==> src/rtl/div_pkg.sv <==
package div_pkg;
  typedef enum logic [1:0] {
    ST_IDLE = 2'd0,
    ST_RUN  = 2'd1,
    ST_FIX  = 2'd2
  } div_state_t;
endpackage

==> src/rtl/div_operand_prep.sv <==
module div_operand_prep #(
  parameter int W = 32
) (
  input  logic         is_signed,
  input  logic [W-1:0] dvd_in,
  input  logic [W-1:0] dvs_in,
  output logic [W-1:0] dvd_mag,
  output logic [W-1:0] dvs_mag,
  output logic         neg_quo,
  output logic         neg_rem,
  output logic         dvs_zero
);
  logic dvd_neg, dvs_neg;

  always_comb begin
    dvd_neg  = is_signed & dvd_in[W-1];
    dvs_neg  = is_signed & dvs_in[W-1];
    dvd_mag  = dvd_neg ? (~dvd_in + 1'b1) : dvd_in;
    dvs_mag  = dvs_neg ? (~dvs_in + 1'b1) : dvs_in;
    neg_quo  = dvd_neg ^ dvs_neg;
    neg_rem  = dvd_neg;
    dvs_zero = (dvs_in == '0);
  end
endmodule

==> src/rtl/div_restore_core.sv <==
module div_restore_core #(
  parameter int W = 32
) (
  input  logic         clk,
  input  logic         rst,
  input  logic         load,
  input  logic         step,
  input  logic [W-1:0] dvd_mag,
  input  logic [W-1:0] dvs_mag,
  output logic [W-1:0] quo_mag,
  output logic [W-1:0] rem_mag
);
  localparam int RW = 2 * W + 1;

  logic [RW-1:0] part_q;
  logic [W-1:0]  dvs_q;
  logic [RW-1:0] shifted;
  logic [W+1:0]  trial;
  logic          fits;

  always_comb begin
    shifted = {part_q[RW-2:0], 1'b0};
    trial   = {1'b0, shifted[RW-1:W]} - {2'b00, dvs_q};
    fits    = ~trial[W+1];
  end

  always_ff @(posedge clk) begin
    if (rst) begin
      part_q <= '0;
      dvs_q  <= '0;
    end else if (load) begin
      part_q <= {{(W+1){1'b0}}, dvd_mag};
      dvs_q  <= dvs_mag;
    end else if (step) begin
      if (fits)
        part_q <= {trial[W:0], shifted[W-1:1], 1'b1};
      else
        part_q <= shifted;
    end
  end

  assign quo_mag = part_q[W-1:0];
  assign rem_mag = part_q[2*W-1:W];


  partial_bound_chk: assert property (@(posedge clk) disable iff (rst)
    (step && dvs_q != '0) |=> (part_q[2*W-1:W] < dvs_q) && !part_q[RW-1]);
endmodule

==> src/rtl/div_result_fix.sv <==
module div_result_fix #(
  parameter int W = 32
) (
  input  logic [W-1:0] quo_mag,
  input  logic [W-1:0] rem_mag,
  input  logic         neg_quo,
  input  logic         neg_rem,
  input  logic         dvs_zero,
  input  logic [W-1:0] dvd_raw,
  output logic [W-1:0] quo_out,
  output logic [W-1:0] rem_out
);
  always_comb begin
    if (dvs_zero) begin
      quo_out = '1;
      rem_out = dvd_raw;
    end else begin
      quo_out = neg_quo ? (~quo_mag + 1'b1) : quo_mag;
      rem_out = neg_rem ? (~rem_mag + 1'b1) : rem_mag;
    end
  end
endmodule

==> src/rtl/seq_divider.sv <==
module seq_divider #(
  parameter int W = 32
) (
  input  logic         clk,
  input  logic         rst,
  input  logic         start,
  input  logic         is_signed,
  input  logic [W-1:0] dividend,
  input  logic [W-1:0] divisor,
  output logic         busy,
  output logic         done,
  output logic         div_zero,
  output logic [W-1:0] hi,
  output logic [W-1:0] lo
);
  import div_pkg::*;

  localparam int CW = $clog2(W + 1);
  localparam logic [CW-1:0] LAST = CW'(W - 1);

  div_state_t    state;
  logic [CW-1:0] step_cnt;
  logic          load, step;
  logic [W-1:0]  dvd_mag, dvs_mag, quo_mag, rem_mag, quo_fix, rem_fix;
  logic          neg_quo_c, neg_rem_c, zero_c;
  logic          neg_quo_q, neg_rem_q, zero_q;
  logic [W-1:0]  dvd_raw_q;

  assign load = (state == ST_IDLE) && start;
  assign step = (state == ST_RUN);

  div_operand_prep #(.W(W)) u_prep (
    .is_signed (is_signed),
    .dvd_in    (dividend),
    .dvs_in    (divisor),
    .dvd_mag   (dvd_mag),
    .dvs_mag   (dvs_mag),
    .neg_quo   (neg_quo_c),
    .neg_rem   (neg_rem_c),
    .dvs_zero  (zero_c)
  );

  div_restore_core #(.W(W)) u_core (
    .clk     (clk),
    .rst     (rst),
    .load    (load),
    .step    (step),
    .dvd_mag (dvd_mag),
    .dvs_mag (dvs_mag),
    .quo_mag (quo_mag),
    .rem_mag (rem_mag)
  );

  div_result_fix #(.W(W)) u_fix (
    .quo_mag  (quo_mag),
    .rem_mag  (rem_mag),
    .neg_quo  (neg_quo_q),
    .neg_rem  (neg_rem_q),
    .dvs_zero (zero_q),
    .dvd_raw  (dvd_raw_q),
    .quo_out  (quo_fix),
    .rem_out  (rem_fix)
  );

  always_ff @(posedge clk) begin
    if (rst) begin
      state     <= ST_IDLE;
      step_cnt  <= '0;
      busy      <= 1'b0;
      done      <= 1'b0;
      div_zero  <= 1'b0;
      hi        <= '0;
      lo        <= '0;
      neg_quo_q <= 1'b0;
      neg_rem_q <= 1'b0;
      zero_q    <= 1'b0;
      dvd_raw_q <= '0;
    end else begin
      done <= 1'b0;
      unique case (state)
        ST_IDLE: begin
          if (start) begin
            state     <= ST_RUN;
            step_cnt  <= '0;
            busy      <= 1'b1;
            neg_quo_q <= neg_quo_c;
            neg_rem_q <= neg_rem_c;
            zero_q    <= zero_c;
            dvd_raw_q <= dividend;
          end
        end
        ST_RUN: begin
          step_cnt <= step_cnt + 1'b1;
          if (step_cnt == LAST) state <= ST_FIX;
        end
        ST_FIX: begin
          hi       <= rem_fix;
          lo       <= quo_fix;
          div_zero <= zero_q;
          done     <= 1'b1;
          busy     <= 1'b0;
          state    <= ST_IDLE;
        end
        default: state <= ST_IDLE;
      endcase
    end
  end

  // Checker-only counter of busy cycles
  logic [CW:0] busy_len;
  always_ff @(posedge clk) begin
    if (rst)       busy_len <= '0;
    else if (busy) busy_len <= busy_len + 1'b1;
    else           busy_len <= '0;
  end


  busy_len_chk: assert property (@(posedge clk) disable iff (rst)
    $fell(busy) |-> busy_len == (CW+1)'(W + 1));


  done_pulse_chk: assert property (@(posedge clk) disable iff (rst)
    done |=> !done);


  done_edge_chk: assert property (@(posedge clk) disable iff (rst)
    done |-> !busy && $past(busy));


  result_hold_chk: assert property (@(posedge clk) disable iff (rst)
    !done |-> $stable(hi) && $stable(lo) && $stable(div_zero));


  zero_quo_chk: assert property (@(posedge clk) disable iff (rst)
    (done && div_zero) |-> lo == '1);
endmodule

==> config.mk <==
export PLATFORM = sky130hd
export DESIGN_NAME = seq_divider
export DESIGN_NICKNAME = d
export VERILOG_FILES = /design/src/rtl/div_pkg.sv /design/src/rtl/div_operand_prep.sv /design/src/rtl/div_restore_core.sv /design/src/rtl/div_result_fix.sv /design/src/rtl/seq_divider.sv
export SDC_FILE = /design/constraint.sdc
export NUM_CORES = 1
export LEC_CHECK = 0
export ABC_CLOCK_PERIOD_IN_PS = 4000
export BUFFER_PORTS_ARGS = -buffer_cell sky130_fd_sc_hd__buf_2
export CORE_AREA = 2 2 228 230
export DETAILED_ROUTE_END_ITERATION = 8
export DIE_AREA = 0 0 230 232
export PLACE_DENSITY = 0.48
export SETUP_SLACK_MARGIN = 0.2
export SLEW_MARGIN = 30
export SYNTH_ARGS = -nofsm -noshare
export SYNTH_HDL_FRONTEND = slang
export SYNTH_HIERARCHICAL = 1
export SYNTH_SLANG_ARGS = --single-unit
==> constraint.sdc <==
create_clock -name clk -period 4 [get_ports clk]
set_input_delay 1.2 -clock clk [delete_from_list [all_inputs] [get_ports clk]]
set_output_delay 1.2 -clock clk [all_outputs]
set_load 0.05 [all_outputs]
# Word level (Yosys, flattened, before mapping)
# Index checks and enable logic that the tools add are counted.
[totals]
input_bits = 68
romBits = 0
mem_bits_rw = 0
word_cells = 60
n_memories = 0
latch_bits = 0
ff_bits = 206
[op_classes]
muxes = 17
n_bitwise = 7
n_reduce_logical = 11
n_addsub = 6
n_shift = 0
multipliers = 0
div = 0
n_lt_le_gt_ge = 0
eq_ne = 5
[op_table]
columns = ["operator", "count"]
rows = [
  ["$mux 32", 8],
  ["$add 32x1->32 const B", 4],
  ["$not 32->32", 4],
  ["$mux 64", 1],
  ["$sub 33x32->34", 1],
  ["$logic_not 32->1", 1],
  ["$pmux 6 s2", 1],
  ["$reduce_and 2->1", 4],
  ["$add 6x1->6 const B", 1],
  ["$eq 6x5->1 const B", 1],
  ["$mux 6", 1],
  ["$reduce_bool 2->1", 3],
  ["$mux 2", 2],
  ["$pmux 2 s2", 1],
  ["$and 1x1->1", 2],
  ["$eq 2x1->1 const B", 1],
  ["$eq 2x2->1 const B", 1],
  ["$logic_not 2->1", 1],
  ["$mux 1", 2],
  ["$ne 2x1->1 const B", 1],
  ["$ne 2x2->1 const B", 1],
  ["$pmux 1 s2", 1],
  ["$reduce_or 2->1", 1],
  ["$logic_and 1x1->1", 1],
  ["$xor 1x1->1", 1],
]

# Logic depth before layout (Yosys ltp)
[logic_depth]
word_depth = 4
ltp_mapped = 14
ltp_nobuf = 13

# By module
# The synthesis kept the hierarchy.
[by_module_without_submodules]
columns = ["module", "area_per_inst_um2", "n_inst", "cells_per_inst", "seq_area_each_um2"]
rows = [
  ["div_restore_core", 5656.7, 1, 681, 1921.8],
  ["seq_divider", 3598.5, 1, 343, 2202.1],
  ["div_result_fix", 1960.6, 1, 313, 0.0],
  ["div_operand_prep", 1435.1, 1, 220, 0.0],
]

# Worst setup path after synthesis
# No wires, ideal clock.
[synth_path]
kind = "input to register"
from = "input port start"
to = "register u_core.dvs_q[23]"
slack_ns = 0.831
t_arrival_ns = 3.041
stages = 8
required_ns = 3.872
setup_ns = 0.128
n_path_buf = 4
cell_sequence = "or3b_1 > clkinv_2 > buf_6 > clkbuf_1 > clkbuf_1 > buf_1 > mux2i_1 > nor2_1"
[synth_between]
elab_chain_len = 1
[synth_lines]
columns = ["item", "line_no", "text"]
rows = [
  ["start: declaration", "seq_divider.sv:6", "input logic start,"],
  ["$logic_and 1x1->1", "seq_divider.sv:29", "assign load = (state == ST_IDLE) && start;"],
  ["net load", "seq_divider.sv:23", "logic load, step;"],
  ["end signal: assignment", "div_restore_core.sv:33", "dvs_q <= dvs_mag;"],
  ["end: declaration", "div_restore_core.sv:16", "logic [W-1:0] dvs_q;"],
]
# The timed path passes the listed nets, and every way through them passes these cells.
# A chain may end at the register's enable or synchronous reset.

# Worst setup path in the final report
[layout_path]
from = "register u_core.part_q[43]"
to = "register u_core.part_q[59]"
[layout_between]
elab_chain_len = 2
[layout_lines]
columns = ["item", "line_no", "text"]
rows = [
  ["start: declaration", "div_restore_core.sv:15", "logic [RW-1:0] part_q;"],
  ["start signal: assignment", "div_restore_core.sv:32", "part_q <= {{(W+1){1'b0}}, dvd_mag};"],
  ["start signal: assignment", "div_restore_core.sv:36", "part_q <= {trial[W:0], shifted[W-1:1], 1'b1};"],
  ["start signal: assignment", "div_restore_core.sv:38", "part_q <= shifted;"],
  ["$sub 33x32->34", "div_restore_core.sv:23", "trial = {1'b0, shifted[RW-1:W]} - {2'b00, dvs_q};"],
  ["$mux 64", "div_restore_core.sv:35", "if (fits)"],
]
# Every way passes these cells.

==> metrics <==
outcome finished clean; clock skew 0.01459 ns; Core Area 0.05089 mm²; crit-path cells ha_1 > a21oi_1 > o21ai_0 > a32oi_1 > nand3_1 > a21boi_0 > o21ai_0 > a2111o_1 > a21oi_1 > o32ai_1; Reg2Reg Depth 10; Total GRT Usage 0.1453; Syn Inst Count 1557; Avg Inst Size Synth 8.125 µm²; Hold Crit Class flop to flop; Synth top area share 0.3260; Final Non-Filler Cells 2348; largest stage delay on the critical path 0.53 ns; CTS tree built; Setup-failing EPs final 0; met2 usage 0.2325; worst slew pin tran 0.9050 ns; Area growth syn-to-layout 17.39%; cell area after layout 0.01485 mm²; clk root buf clkbuf_16; layout cells sized above 1 0.1482; Synth cell types 75; Remaining DRCs 0; Post-CTS Resized 0; reg-to-reg critical path endpoint u_core/part_q[59]; Final #Nets 1754; Worst-path clk slew 0.06 ns; Post-synth EDFFs 0; reg2reg setup slack 0.66 ns; FMAX 299.5 MHz; Multi-input gate area 0.007870 mm²; min cycle time layout 3.339 ns; sequential cell area 0.004125 mm²; fin util 0.2918; port bufs 134; sequential share of the synthesized area 0.3260; M3 GR Usage 0.02161; Placed Area 0.01393 mm²; Clk Latency, worst-skew pair 0.56 ns; Max Root-Sink Buffers 3; Critical Path Start Type flop; Hold Crit Endpoint dvd_raw_q[0]; grt total ovfl 0; pre-CTS WS 0.6337 ns; unrepaired setup endpoints after global routing no; cts bufs inserted 26; vias 11420; H-tree depth 1; post-synth top area cell dfxtp_1; Mapped Area 0.01265 mm²; vias per cell 4.864; total die area 0.05336 mm²; total power per unit cell area 437.7 mW/mm²; Initial Util 0.2486; gpl congestion 0.8461; CP max stage cell dfxtp_1; Main synth FF type dfxtp_1; dpl hpwl 29600 µm; Die Ht 232 µm; kind of end point of the critical path flop; required time of the critical path 4.43 ns; Die X-Extent 230 µm; Crit path arrival time 3.77 ns; Yosys reg bits 206; Synth warnings 6; largest net degree at the start of global routing 97; reg2reg start u_core/part_q[43]; setup TNS 0 ns; routed wire length 40030 µm; hold violation count in the final report 0; fill count 5519; Tcrit/Tclk final 0.8348; setup bufs post-CTS 0; kind of critical path flop to flop; drt first pass iters 5; vias in the first global route 10570; Slew HR 0.3911; first-pass GRT wire length 62240 µm; clk sinks 206; Max rail drop VDD 0.2840 mV; Max-Cap Viols 0; Post-CTS Hold Buffers 0; antenna viol nets, final 0; Ports 135; Final Max Slew Viols 0; WHS Path Cells 2; Synth Net Count 1663; asr flop ratio synth 0; Final WS setup 0.6608 ns; initial drt markers 937; initial antenna violation count 0; Worst Min Path Start dvd_raw_q[0]; WL per Instance 17.05 µm; met1 Usage GRT 0.2069; Leakage 6.233 nW; most used routing layer met2; row cnt 83; Post-synth top cells dfxtp_1 (206), nand2_1 (181), nor2_1 (152); Cells after DPL 2300; cell with the most instances after synthesis dfxtp_1; Area contributors post-synth dfxtp_1 (33%), mux2i_1 (7.4%), a21oi_1 (5.7%); crit path max fanout 7
-- power breakdown --
group	internal [W]	switching, W	total (W)	leakage [nW]
Sequential	0.00215	0.000126	0.00227	1.68
Clock	0.00153	0.000999	0.00253	0.442
Combinational	0.000687	0.00101	0.00169	4.11
-- kinds of logic (layout without fill, tap and decap cells) --
family | count (synthesis) | in the layout | share of synthesized area
xor gates and xnor gates | 140 | 140 | 0.09692
and+or+nand+nor | 503 | 503 | 0.1877
muxes | 108 | 108 | 0.08684
adders and majority gates | 38 | 38 | 0.03818
other | 0 | 1 | 0
buffers and inverters | 149 | 259 | 0.05341
DFF | 206 | 206 | 0.3260
AOI/OAI and AO/OA | 413 | 413 | 0.2110
-- metal layers --
| layer | share of wire | routed length [µm] |
|---|---|---|
| met5 | 0 | 0 |
| met4 | 0.020 | 803 |
| met3 | 0.054 | 2144 |
| met2 | 0.44 | 17450 |
| met1 | 0.49 | 19630 |
-- worst max-delay path, delay by kind of cell, from the launching register on --
family	cells	cell delay, ns
compound gates	8	2.12
fa+ha+maj	1	0.38
flops	1	0.53
simple gates	1	0.20
-- layout by cell type, fill, tap and decap left out, types with 8 or more instances in the layout --
cell type and n:
buf_2 133, a31oi_1 8, inv_1 53, nor2_1 152, or3_1 14, nor3_1 25
nand2_1 181, clkinv_2 8, nand3_1 25, dfxtp_1 205, mux2_2 14, buf_4 20
xnor2_1 58, o41ai_1 25, nor4_1 16, a22o_1 65, ha_1 37, o21ai_0 89
and3_1 11, nand4_1 9, o31ai_1 25, a21o_1 10, nand2b_1 12, mux2i_1 94
or4_1 10, clkbuf_16 26, xor2_1 82, a21oi_1 144
-- how the worst max path moves through the flow --
stage,startpoint,cells past startpoint,endpoint,slack [ns]
after floorplan,start,8,u_core/dvs_q[23],0.83
after global placement,divisor[0],8,u_core/dvs_q[31],0.61
after detailed placement,divisor[0],8,u_core/dvs_q[31],0.63
after CTS,u_core/part_q[35],11,u_core/part_q[53],0.69
after global routing,u_core/dvs_q[14],12,u_core/part_q[53],0.47
final,u_core/part_q[43],10,u_core/part_q[59],0.66
-- flip-flops by register name, summed over array words and instances (netlist names), 2 cells and up --
register / count
state: 2
hi: 32
u_core/part_q: 64
dvd_raw_q: 32
lo: 32
u_core/dvs_q: 32
step_cnt: 6
-- area by class of cell --
cell class / count / area share
repair buffers: 156 / 0.05898
clock buffers: 28 / 0.04499
multi-input cells: 1202 / 0.5300
inverters: 56 / 0.01432
diodes: 1 / 0.0001685
flip-flops and latches: 206 / 0.2778
clock inverters: 19 / 0.01651
well taps: 680 / 0.05729
-- through the flow --
step	hold slack, ns	total power [W]
floorplan	0.4237	0.003576
global placement	0.4432	0.003990
detailed placement	0.4465	0.004001
CTS	0.4545	0.006562
global route	0.4643	0.006848
finish	0.4527	0.006500
Note: power is estimated with default switching activity, not from simulation.
